[src/rtl/ob_servo_pkg.sv]
package ob_servo_pkg;

    // Index of each strobe in the normalised strobe vector
    localparam int STB_CLAMP = 0;
    localparam int STB_BLANK = 1;
    localparam int STB_COUNT = 2;

    // Saturating unsigned subtraction: returns max(a - b, 0)
    function automatic logic [15:0] sat_sub16(input logic [15:0] a, input logic [15:0] b);
        logic [16:0] diff;
        diff = {1'b0, a} - {1'b0, b};
        return diff[16] ? 16'd0 : diff[15:0];
    endfunction

endpackage

[src/rtl/ob_strobe_norm.sv]
module ob_strobe_norm #(
    parameter int N = 2
) (
    input  logic         pol_i,
    input  logic [N-1:0] raw_i,
    output logic [N-1:0] act_o
);
    // Each strobe is turned into active-high form: pol_i = 1 keeps it, pol_i = 0 inverts it
    for (genvar g = 0; g < N; g++) begin : g_stb
        assign act_o[g] = pol_i ? raw_i[g] : ~raw_i[g];
    end
endmodule

[src/rtl/ob_pix_path.sv]
module ob_pix_path
    import ob_servo_pkg::*;
#(
    parameter int SAMPLE_W = 12,
    parameter int CODE_W   = 8
) (
    input  logic [SAMPLE_W-1:0] sample_i,
    input  logic [CODE_W-1:0]   corr_i,
    input  logic                clamp_i,
    input  logic                blank_i,
    output logic [SAMPLE_W-1:0] y_o,
    output logic [SAMPLE_W-1:0] pix_o
);
    logic [15:0] diff16;

    // The shared helper is 16 bits wide; the operands are widened to it
    always_comb begin
        diff16 = sat_sub16(16'(sample_i), 16'(corr_i));
        y_o    = diff16[SAMPLE_W-1:0];
        // Blanking only acts while the clamp strobe is inactive
        pix_o  = (blank_i && !clamp_i) ? '0 : y_o;
    end
endmodule

[src/rtl/ob_loop_filter.sv]
module ob_loop_filter #(
    parameter int SAMPLE_W = 12,
    parameter int CODE_W   = 8,
    parameter int FRAC_W   = 6,
    parameter int SHIFT    = 2
) (
    input  logic [CODE_W+FRAC_W-1:0] acc_i,
    input  logic [SAMPLE_W-1:0]      y_i,
    input  logic [CODE_W-1:0]        target_i,
    output logic [CODE_W+FRAC_W-1:0] acc_o
);
    localparam int ACC_W = CODE_W + FRAC_W;
    localparam int ERR_W = SAMPLE_W + 2;
    localparam int UP_W  = (FRAC_W >= SHIFT) ? (FRAC_W - SHIFT) : 0;
    localparam int SUM_W = ((ACC_W > ERR_W + UP_W) ? ACC_W : ERR_W + UP_W) + 2;
    localparam logic signed [SUM_W-1:0] ACC_MAX_S = {{(SUM_W-ACC_W){1'b0}}, {ACC_W{1'b1}}};

    logic signed [ERR_W-1:0] err;
    logic signed [SUM_W-1:0] err_x;
    logic signed [SUM_W-1:0] step;
    logic signed [SUM_W-1:0] sum;

    assign err   = $signed({2'b00, y_i}) - $signed({{(ERR_W-CODE_W){1'b0}}, target_i});
    assign err_x = {{(SUM_W-ERR_W){err[ERR_W-1]}}, err};

    // The step is scaled up or down, depending on how SHIFT compares with FRAC_W
    if (FRAC_W >= SHIFT) begin : g_up
        assign step = err_x <<< (FRAC_W - SHIFT);
    end else begin : g_down
        assign step = err_x >>> (SHIFT - FRAC_W);
    end

    assign sum = $signed({{(SUM_W-ACC_W){1'b0}}, acc_i}) + step;

    always_comb begin
        if (sum[SUM_W-1]) begin
            acc_o = '0;
        end else if (sum > ACC_MAX_S) begin
            acc_o = '1;
        end else begin
            acc_o = sum[ACC_W-1:0];
        end
    end
endmodule

[src/rtl/ob_level_servo.sv]
module ob_level_servo
    import ob_servo_pkg::*;
#(
    parameter int SAMPLE_W    = 12,
    parameter int CODE_W      = 8,
    parameter int FRAC_W      = 6,
    parameter int SHIFT       = 2,
    parameter int RESET_LEVEL = 128
) (
    input  logic                clk_i,
    input  logic                rst_ni,
    input  logic [SAMPLE_W-1:0] sample_i,
    input  logic                clamp_stb_i,
    input  logic                blank_stb_i,
    input  logic                strobe_pol_i,
    input  logic                loop_en_i,
    input  logic                target_we_i,
    input  logic [CODE_W-1:0]   target_i,
    output logic [CODE_W-1:0]   corr_o,
    output logic [SAMPLE_W-1:0] pix_o
);
    localparam int ACC_W = CODE_W + FRAC_W;
    localparam logic [CODE_W-1:0] RST_CODE = CODE_W'(RESET_LEVEL);

    typedef struct packed {
        logic [ACC_W-1:0]    acc;
        logic [CODE_W-1:0]   target;
        logic [SAMPLE_W-1:0] pix;
    } state_t;

    state_t st_d, st_q;

    logic [STB_COUNT-1:0] stb_raw, stb_act;
    logic                 clamp_act, blank_act;
    logic [ACC_W-1:0]     acc_q, acc_step;
    logic [CODE_W-1:0]    target_q;
    logic [SAMPLE_W-1:0]  y_cur, pix_cur;

    assign stb_raw[STB_CLAMP] = clamp_stb_i;
    assign stb_raw[STB_BLANK] = blank_stb_i;

    ob_strobe_norm #(.N(STB_COUNT)) i_norm (
        .pol_i (strobe_pol_i),
        .raw_i (stb_raw),
        .act_o (stb_act)
    );

    assign clamp_act = stb_act[STB_CLAMP];
    assign blank_act = stb_act[STB_BLANK];
    assign acc_q     = st_q.acc;
    assign target_q  = st_q.target;

    // With the servo off, the stored target code acts as a fixed offset
    assign corr_o = loop_en_i ? acc_q[ACC_W-1 -: CODE_W] : target_q;

    ob_pix_path #(.SAMPLE_W(SAMPLE_W), .CODE_W(CODE_W)) i_pix (
        .sample_i (sample_i),
        .corr_i   (corr_o),
        .clamp_i  (clamp_act),
        .blank_i  (blank_act),
        .y_o      (y_cur),
        .pix_o    (pix_cur)
    );

    ob_loop_filter #(
        .SAMPLE_W (SAMPLE_W),
        .CODE_W   (CODE_W),
        .FRAC_W   (FRAC_W),
        .SHIFT    (SHIFT)
    ) i_filt (
        .acc_i    (acc_q),
        .y_i      (y_cur),
        .target_i (target_q),
        .acc_o    (acc_step)
    );

    always_comb begin
        st_d     = st_q;
        st_d.pix = pix_cur;
        if (target_we_i) begin
            st_d.target = target_i;
        end
        if (loop_en_i && clamp_act) begin
            st_d.acc = acc_step;
        end
    end

    always_ff @(posedge clk_i) begin
        if (!rst_ni) begin
            st_q.acc    <= {RST_CODE, {FRAC_W{1'b0}}};
            st_q.target <= RST_CODE;
            st_q.pix    <= '0;
        end else begin
            st_q <= st_d;
        end
    end

    assign pix_o = st_q.pix;
endmodule

[config.mk]
export PLATFORM = sky130hd
export DESIGN_NAME = ob_level_servo
export DESIGN_NICKNAME = d
export VERILOG_FILES = /design/src/rtl/ob_servo_pkg.sv /design/src/rtl/ob_strobe_norm.sv /design/src/rtl/ob_pix_path.sv /design/src/rtl/ob_loop_filter.sv /design/src/rtl/ob_level_servo.sv
export SDC_FILE = /design/constraint.sdc
export NUM_CORES = 1
export LEC_CHECK = 0
export BUFFER_PORTS_ARGS = -buffer_cell sky130_fd_sc_hd__buf_4
export CAP_MARGIN = 0
export CORE_ASPECT_RATIO = 2
export CORE_MARGIN = 2
export CORE_UTILIZATION = 55
export DETAILED_ROUTE_END_ITERATION = 12
export PLACE_DENSITY = 0.73
export SYNTH_ARGS = -nofsm -noshare
export SYNTH_HDL_FRONTEND = slang
export SYNTH_HIERARCHICAL = 1
export SYNTH_SLANG_ARGS = --single-unit
[constraint.sdc]
create_clock -name clk_i -period 7.4 [get_ports clk_i]
set_clock_uncertainty 0.15 [all_clocks]
set_input_delay 1.11 -clock clk_i [delete_from_list [all_inputs] [get_ports clk_i]]
set_output_delay 1.11 -clock clk_i [all_outputs]
set_load 0.1 [all_outputs]
# After elaboration in Yosys (flattened, before gate mapping)

Cells that the tools add are included.

Magnitude comparators: 1
Reductions and logical operators: 4
Bitwise gates (word level): 3
Muxes and demuxes: 6
$add $sub $neg: 3

Operator list:

| cell                                                                    | number |
|---|---|
| 14-bit two-way mux                                                      | 2 |
| 12-bit by 8-bit subtractor with 13-bit output                           | 2 |
| 20-bit by 15-bit > comparator with 1-bit output (second input constant) | 1 |
| 15-bit by 17-bit adder with 18-bit output                               | 1 |
| 12-bit two-way mux                                                      | 1 |
| 8-bit two-way mux                                                       | 1 |
| 1-bit NOT                                                               | 3 |
| 1-bit logical AND                                                       | 2 |
| 1-bit two-way mux                                                       | 2 |
| 2-bit OR reduction                                                      | 1 |
| 1-bit logical NOT                                                       | 1 |

Register bits after elaboration: 34
Word-level logic and storage cells: 20
Bits of input ports: 27

# Longest topological paths before layout

Word-level depth: 8
Depth in mapped cells: 29

# By module

The synthesis kept the hierarchy.

By module, submodules not included:

| module         | sequential area each (µm²) | cells each | area each (µm²) | times used |
|---|---|---|---|---|
| ob_loop_filter | 0.0                        | 193        | 1397.6          | 1 |
| ob_level_servo | 680.7                      | 123        | 1335.0          | 1 |
| ob_pix_path    | 0.0                        | 98         | 619.3           | 1 |
| ob_strobe_norm | 0.0                        | 2          | 17.5            | 1 |

# Worst setup path after synthesis

No wires, ideal clock.

Path kind: in2reg
Start: in loop_en_i
End: reg st_q, in the netlist acc_q[10]
Arrival time: 6.104 ns
Stages: 27
Data required time: 7.135 ns
Slack: 1.031 ns
Library setup time: 0.115 ns
Path through: mux2_1 -> inv_1 -> ha_1 -> o21a_1 -> o21a_1 -> a21oi_1 -> clkbuf_1 -> nor2_1 -> inv_1 -> ha_1 -> fa_1 -> nand2b_1 -> a211o_1 -> a21oi_1 -> nor2_1 -> xor2_1 -> ha_1 -> buf_2 -> o21a_1 -> a21oi_1 -> a311oi_1 -> o2111ai_2 -> buf_2 -> o22ai_1 -> a21oi_2 -> nand4_1 -> o21ai_2

Longest elaborated chain between the ends: 8
Elaborated cells between the ends (all ways): 9
Classes of those cells: 3 x add/sub; 1 x order compare; 4 x mux; 1 x reduce/logical

RTL lines:

| what                                              | RTL line             | source |
|---|---|---|
| start: declaration                                | ob_level_servo.sv:16 | `input logic loop_en_i,` |
| 8-bit two-way mux (*)                             | ob_level_servo.sv:54 | `assign corr_o = loop_en_i ? acc_q[ACC_W-1 -: CODE_W] : target_q;` |
| 12-bit by 8-bit subtractor with 13-bit output (*) | ob_servo_pkg.sv:11   | `diff = {1'b0, a} - {1'b0, b};` |
| 12-bit two-way mux (*)                            | ob_servo_pkg.sv:12   | `return diff[16] ? 16'd0 : diff[15:0];` |
| named net y_cur[0]                                | ob_level_servo.sv:37 | `logic [SAMPLE_W-1:0] y_cur, pix_cur;` |
| 12-bit by 8-bit subtractor with 13-bit output (*) | ob_loop_filter.sv:23 | `assign err = $signed({2'b00, y_i}) - $signed({{(ERR_W-CODE_W){1'b0}}, target_i});` |
| 15-bit by 17-bit adder with 18-bit output (*)     | ob_loop_filter.sv:33 | `assign sum = $signed({{(SUM_W-ACC_W){1'b0}}, acc_i}) + step;` |
| 20-bit by 15-bit > comparator with 1-bit output   | ob_loop_filter.sv:38 | `end else if (sum > ACC_MAX_S) begin` |
| 14-bit two-way mux                                | ob_loop_filter.sv:38 |  |
| 14-bit two-way mux (*)                            | ob_loop_filter.sv:36 | `if (sum[SUM_W-1]) begin` |
| named net acc_step[10]                            | ob_level_servo.sv:35 | `logic [ACC_W-1:0] acc_q, acc_step;` |
| end signal: assignment                            | ob_level_servo.sv:94 | `st_q <= st_d;` |
| end: declaration                                  | ob_level_servo.sv:31 | `state_t st_d, st_q;` |

Mark *: on every way through the listed nets, which the timed path passes. The rest lies on a longest branch.
A chain may end at the register's enable or synchronous reset.

# Worst setup path in the final report

Start: in loop_en_i
End: reg st_q, in the netlist acc_q[13]

Same word-level chain as after synthesis.

==> metrics.txt <==
first-pass GRT wire length 12.9 mm; Mean Syn Cell Area 8.11 µm²; Die X 57.5 µm; largest net degree at the start of global routing 40; Final WS setup 0.595 ns; pre-CTS setup slack 0.186 ns; starting density of the core 56.1%; CTS buffer count 5; routability congestion estimate 0.891; initial antenna violation count 0; setup bufs post-CTS 0; Post-Synthesis Net Count 444; crit start category input pin; WL final 7.91 mm; Clock Tree Root clkbuf_16; H-tree Lvls 2; 1st-iter DRT viols 186; DR DRC count 0; leakage power 1.54 nW; Power, Total 1.41 mW; Pwr per Cell Area 395 mW/mm²; dpl cells 473; fin crit share 92.0%; Syn Inst Count 388; CTS tree built; clock slew at reported path FFs 0.05 ns; Syn. warnings 6; Req. time, crit path 7.38 ns; Critical Path End Type flop; crit path DAT 6.79 ns; min Tclk post-route 6.80 ns; GR Overflow Total 0; Final Max Tran Viols 0; VDD IR-drop max 0.269 mV; Die ar. 0.00638 mm²; Worst-Margin Slew 0.782 ns; vias per cell 6.10; DRT Pass-1 Iters 5; Final nets 475; commonest non-fill, non-tap cell in the layout buf_4; I/O pin cnt 47; most frequent cells in the layout 47 x buf_4, 32 x inv_1, 30 x dfxtp_1, 30 x a21oi_1, 26 x ha_1; kind of critical path in2reg; Clock Latency Late Sink 0.27 ns; via count 2932; Finished Core Util 63.7%; # setup viols final 0; Core Box Area 0.00561 mm²; GRT Total Usage 25.0%; worst-path fanout max 19; Worst Hold Class reg2reg; status finished, final reports clean; share of cells above drive strength 1 21.9%; Max-Cap Viols 0; num rows 39; WL per Instance 16.4 µm; ant diodes 0; CTS Buffer Depth 2; Die Span Y 111 µm; Rel. slew slack 46.8%; Final Hold Vio Count 0; Port Buf Inserts 46; vias in the first global route 2899; Routed Antenna Nets 0; non-filler cells in the finished layout 481; fmax 147 MHz; Hold-fix buffers, CTS 0; HPWL after detailed placement 6.27 mm; area grow syn2layout 13.6%; Setup TNS 0 ns; clk sinks 30; RSZ-0062 raised after global routing false; Cell Area, Synth 0.00315 mm²
==> layer usage <==
metal  vias to the layer above  share of wire [%]  GRT usage, %
li1                       1466                  -             -
met1                      1359                 41          29.2
met2                        87                 52          43.1
met3                        20                3.8          2.57
met4                         0                4.0          13.0
met5                         -                  0             0
==> worst paths after layout <==
kind              from         to  slack [ns]  depth (start not counted)
max reg2reg   acc_q[6]  acc_q[13]        1.28                         24
min reg2reg   acc_q[4]   acc_q[4]        0.32                          2
min           acc_q[4]   acc_q[4]        0.32                          2
max          loop_en_i  acc_q[13]        0.60                         25
==> per-stage QoR <==
stage	hold slack, ns	cell area [µm²]
global placement	0.304	3420
CTS	0.324	3570
detailed placement	0.316	3420
global route	0.351	3580
floorplan	0.293	3150
finish	0.320	3580
==> critical path, stage by stage <==
cell,delay (ns)
buf_4,0.25
mux2_4,0.21
ha_1,0.16
inv_1,0.06
fa_1,0.40
a21oi_1,0.26
o211ai_2,0.15
a21oi_1,0.66
nor2_1,0.16
ha_1,0.31
nor2b_1,0.14
o31a_1,0.30
nor2_1,0.10
o21ai_0,0.09
a211oi_1,0.29
nor2_1,0.10
ha_1,0.44
o21a_1,0.18
a21oi_1,0.07
a311oi_1,0.47
o2111ai_2,0.35
o22ai_1,0.24
a21oi_1,0.06
nand3_1,0.13
o211ai_2,0.09
==> timing repair <==
item	in CTS	in global routing
endpoints found under the setup margin	0	6
gates resized for setup	0	1
hold endpoints to repair	0	0
==> state kept, by name, indices dropped and copies added, names as in the netlist <==
| signal | count |
|---|---|
| pix_o | 12 |
| target_q | 8 |
| acc_q | 10 |
==> report_power, final <==
group | switching [mW] | internal (mW) | total, mW
Sequential | 0.0174 | 0.185 | 0.203
Clock | 0.0675 | 0.133 | 0.201
Combinational | 0.643 | 0.366 | 1.01
==> area by class of cell <==
type | instances | area, µm²
Multi-Input combinational cell | 303 | 2280
Tap cell | 61 | 76.3
Sequential cell | 30 | 601
Inverter | 32 | 120
Clock inverter | 1 | 5.00
Clock buffer | 7 | 143
Timing Repair Buffer | 47 | 353
Fill cell | 489 | 2040
Power figures use the tool's default switching activity.
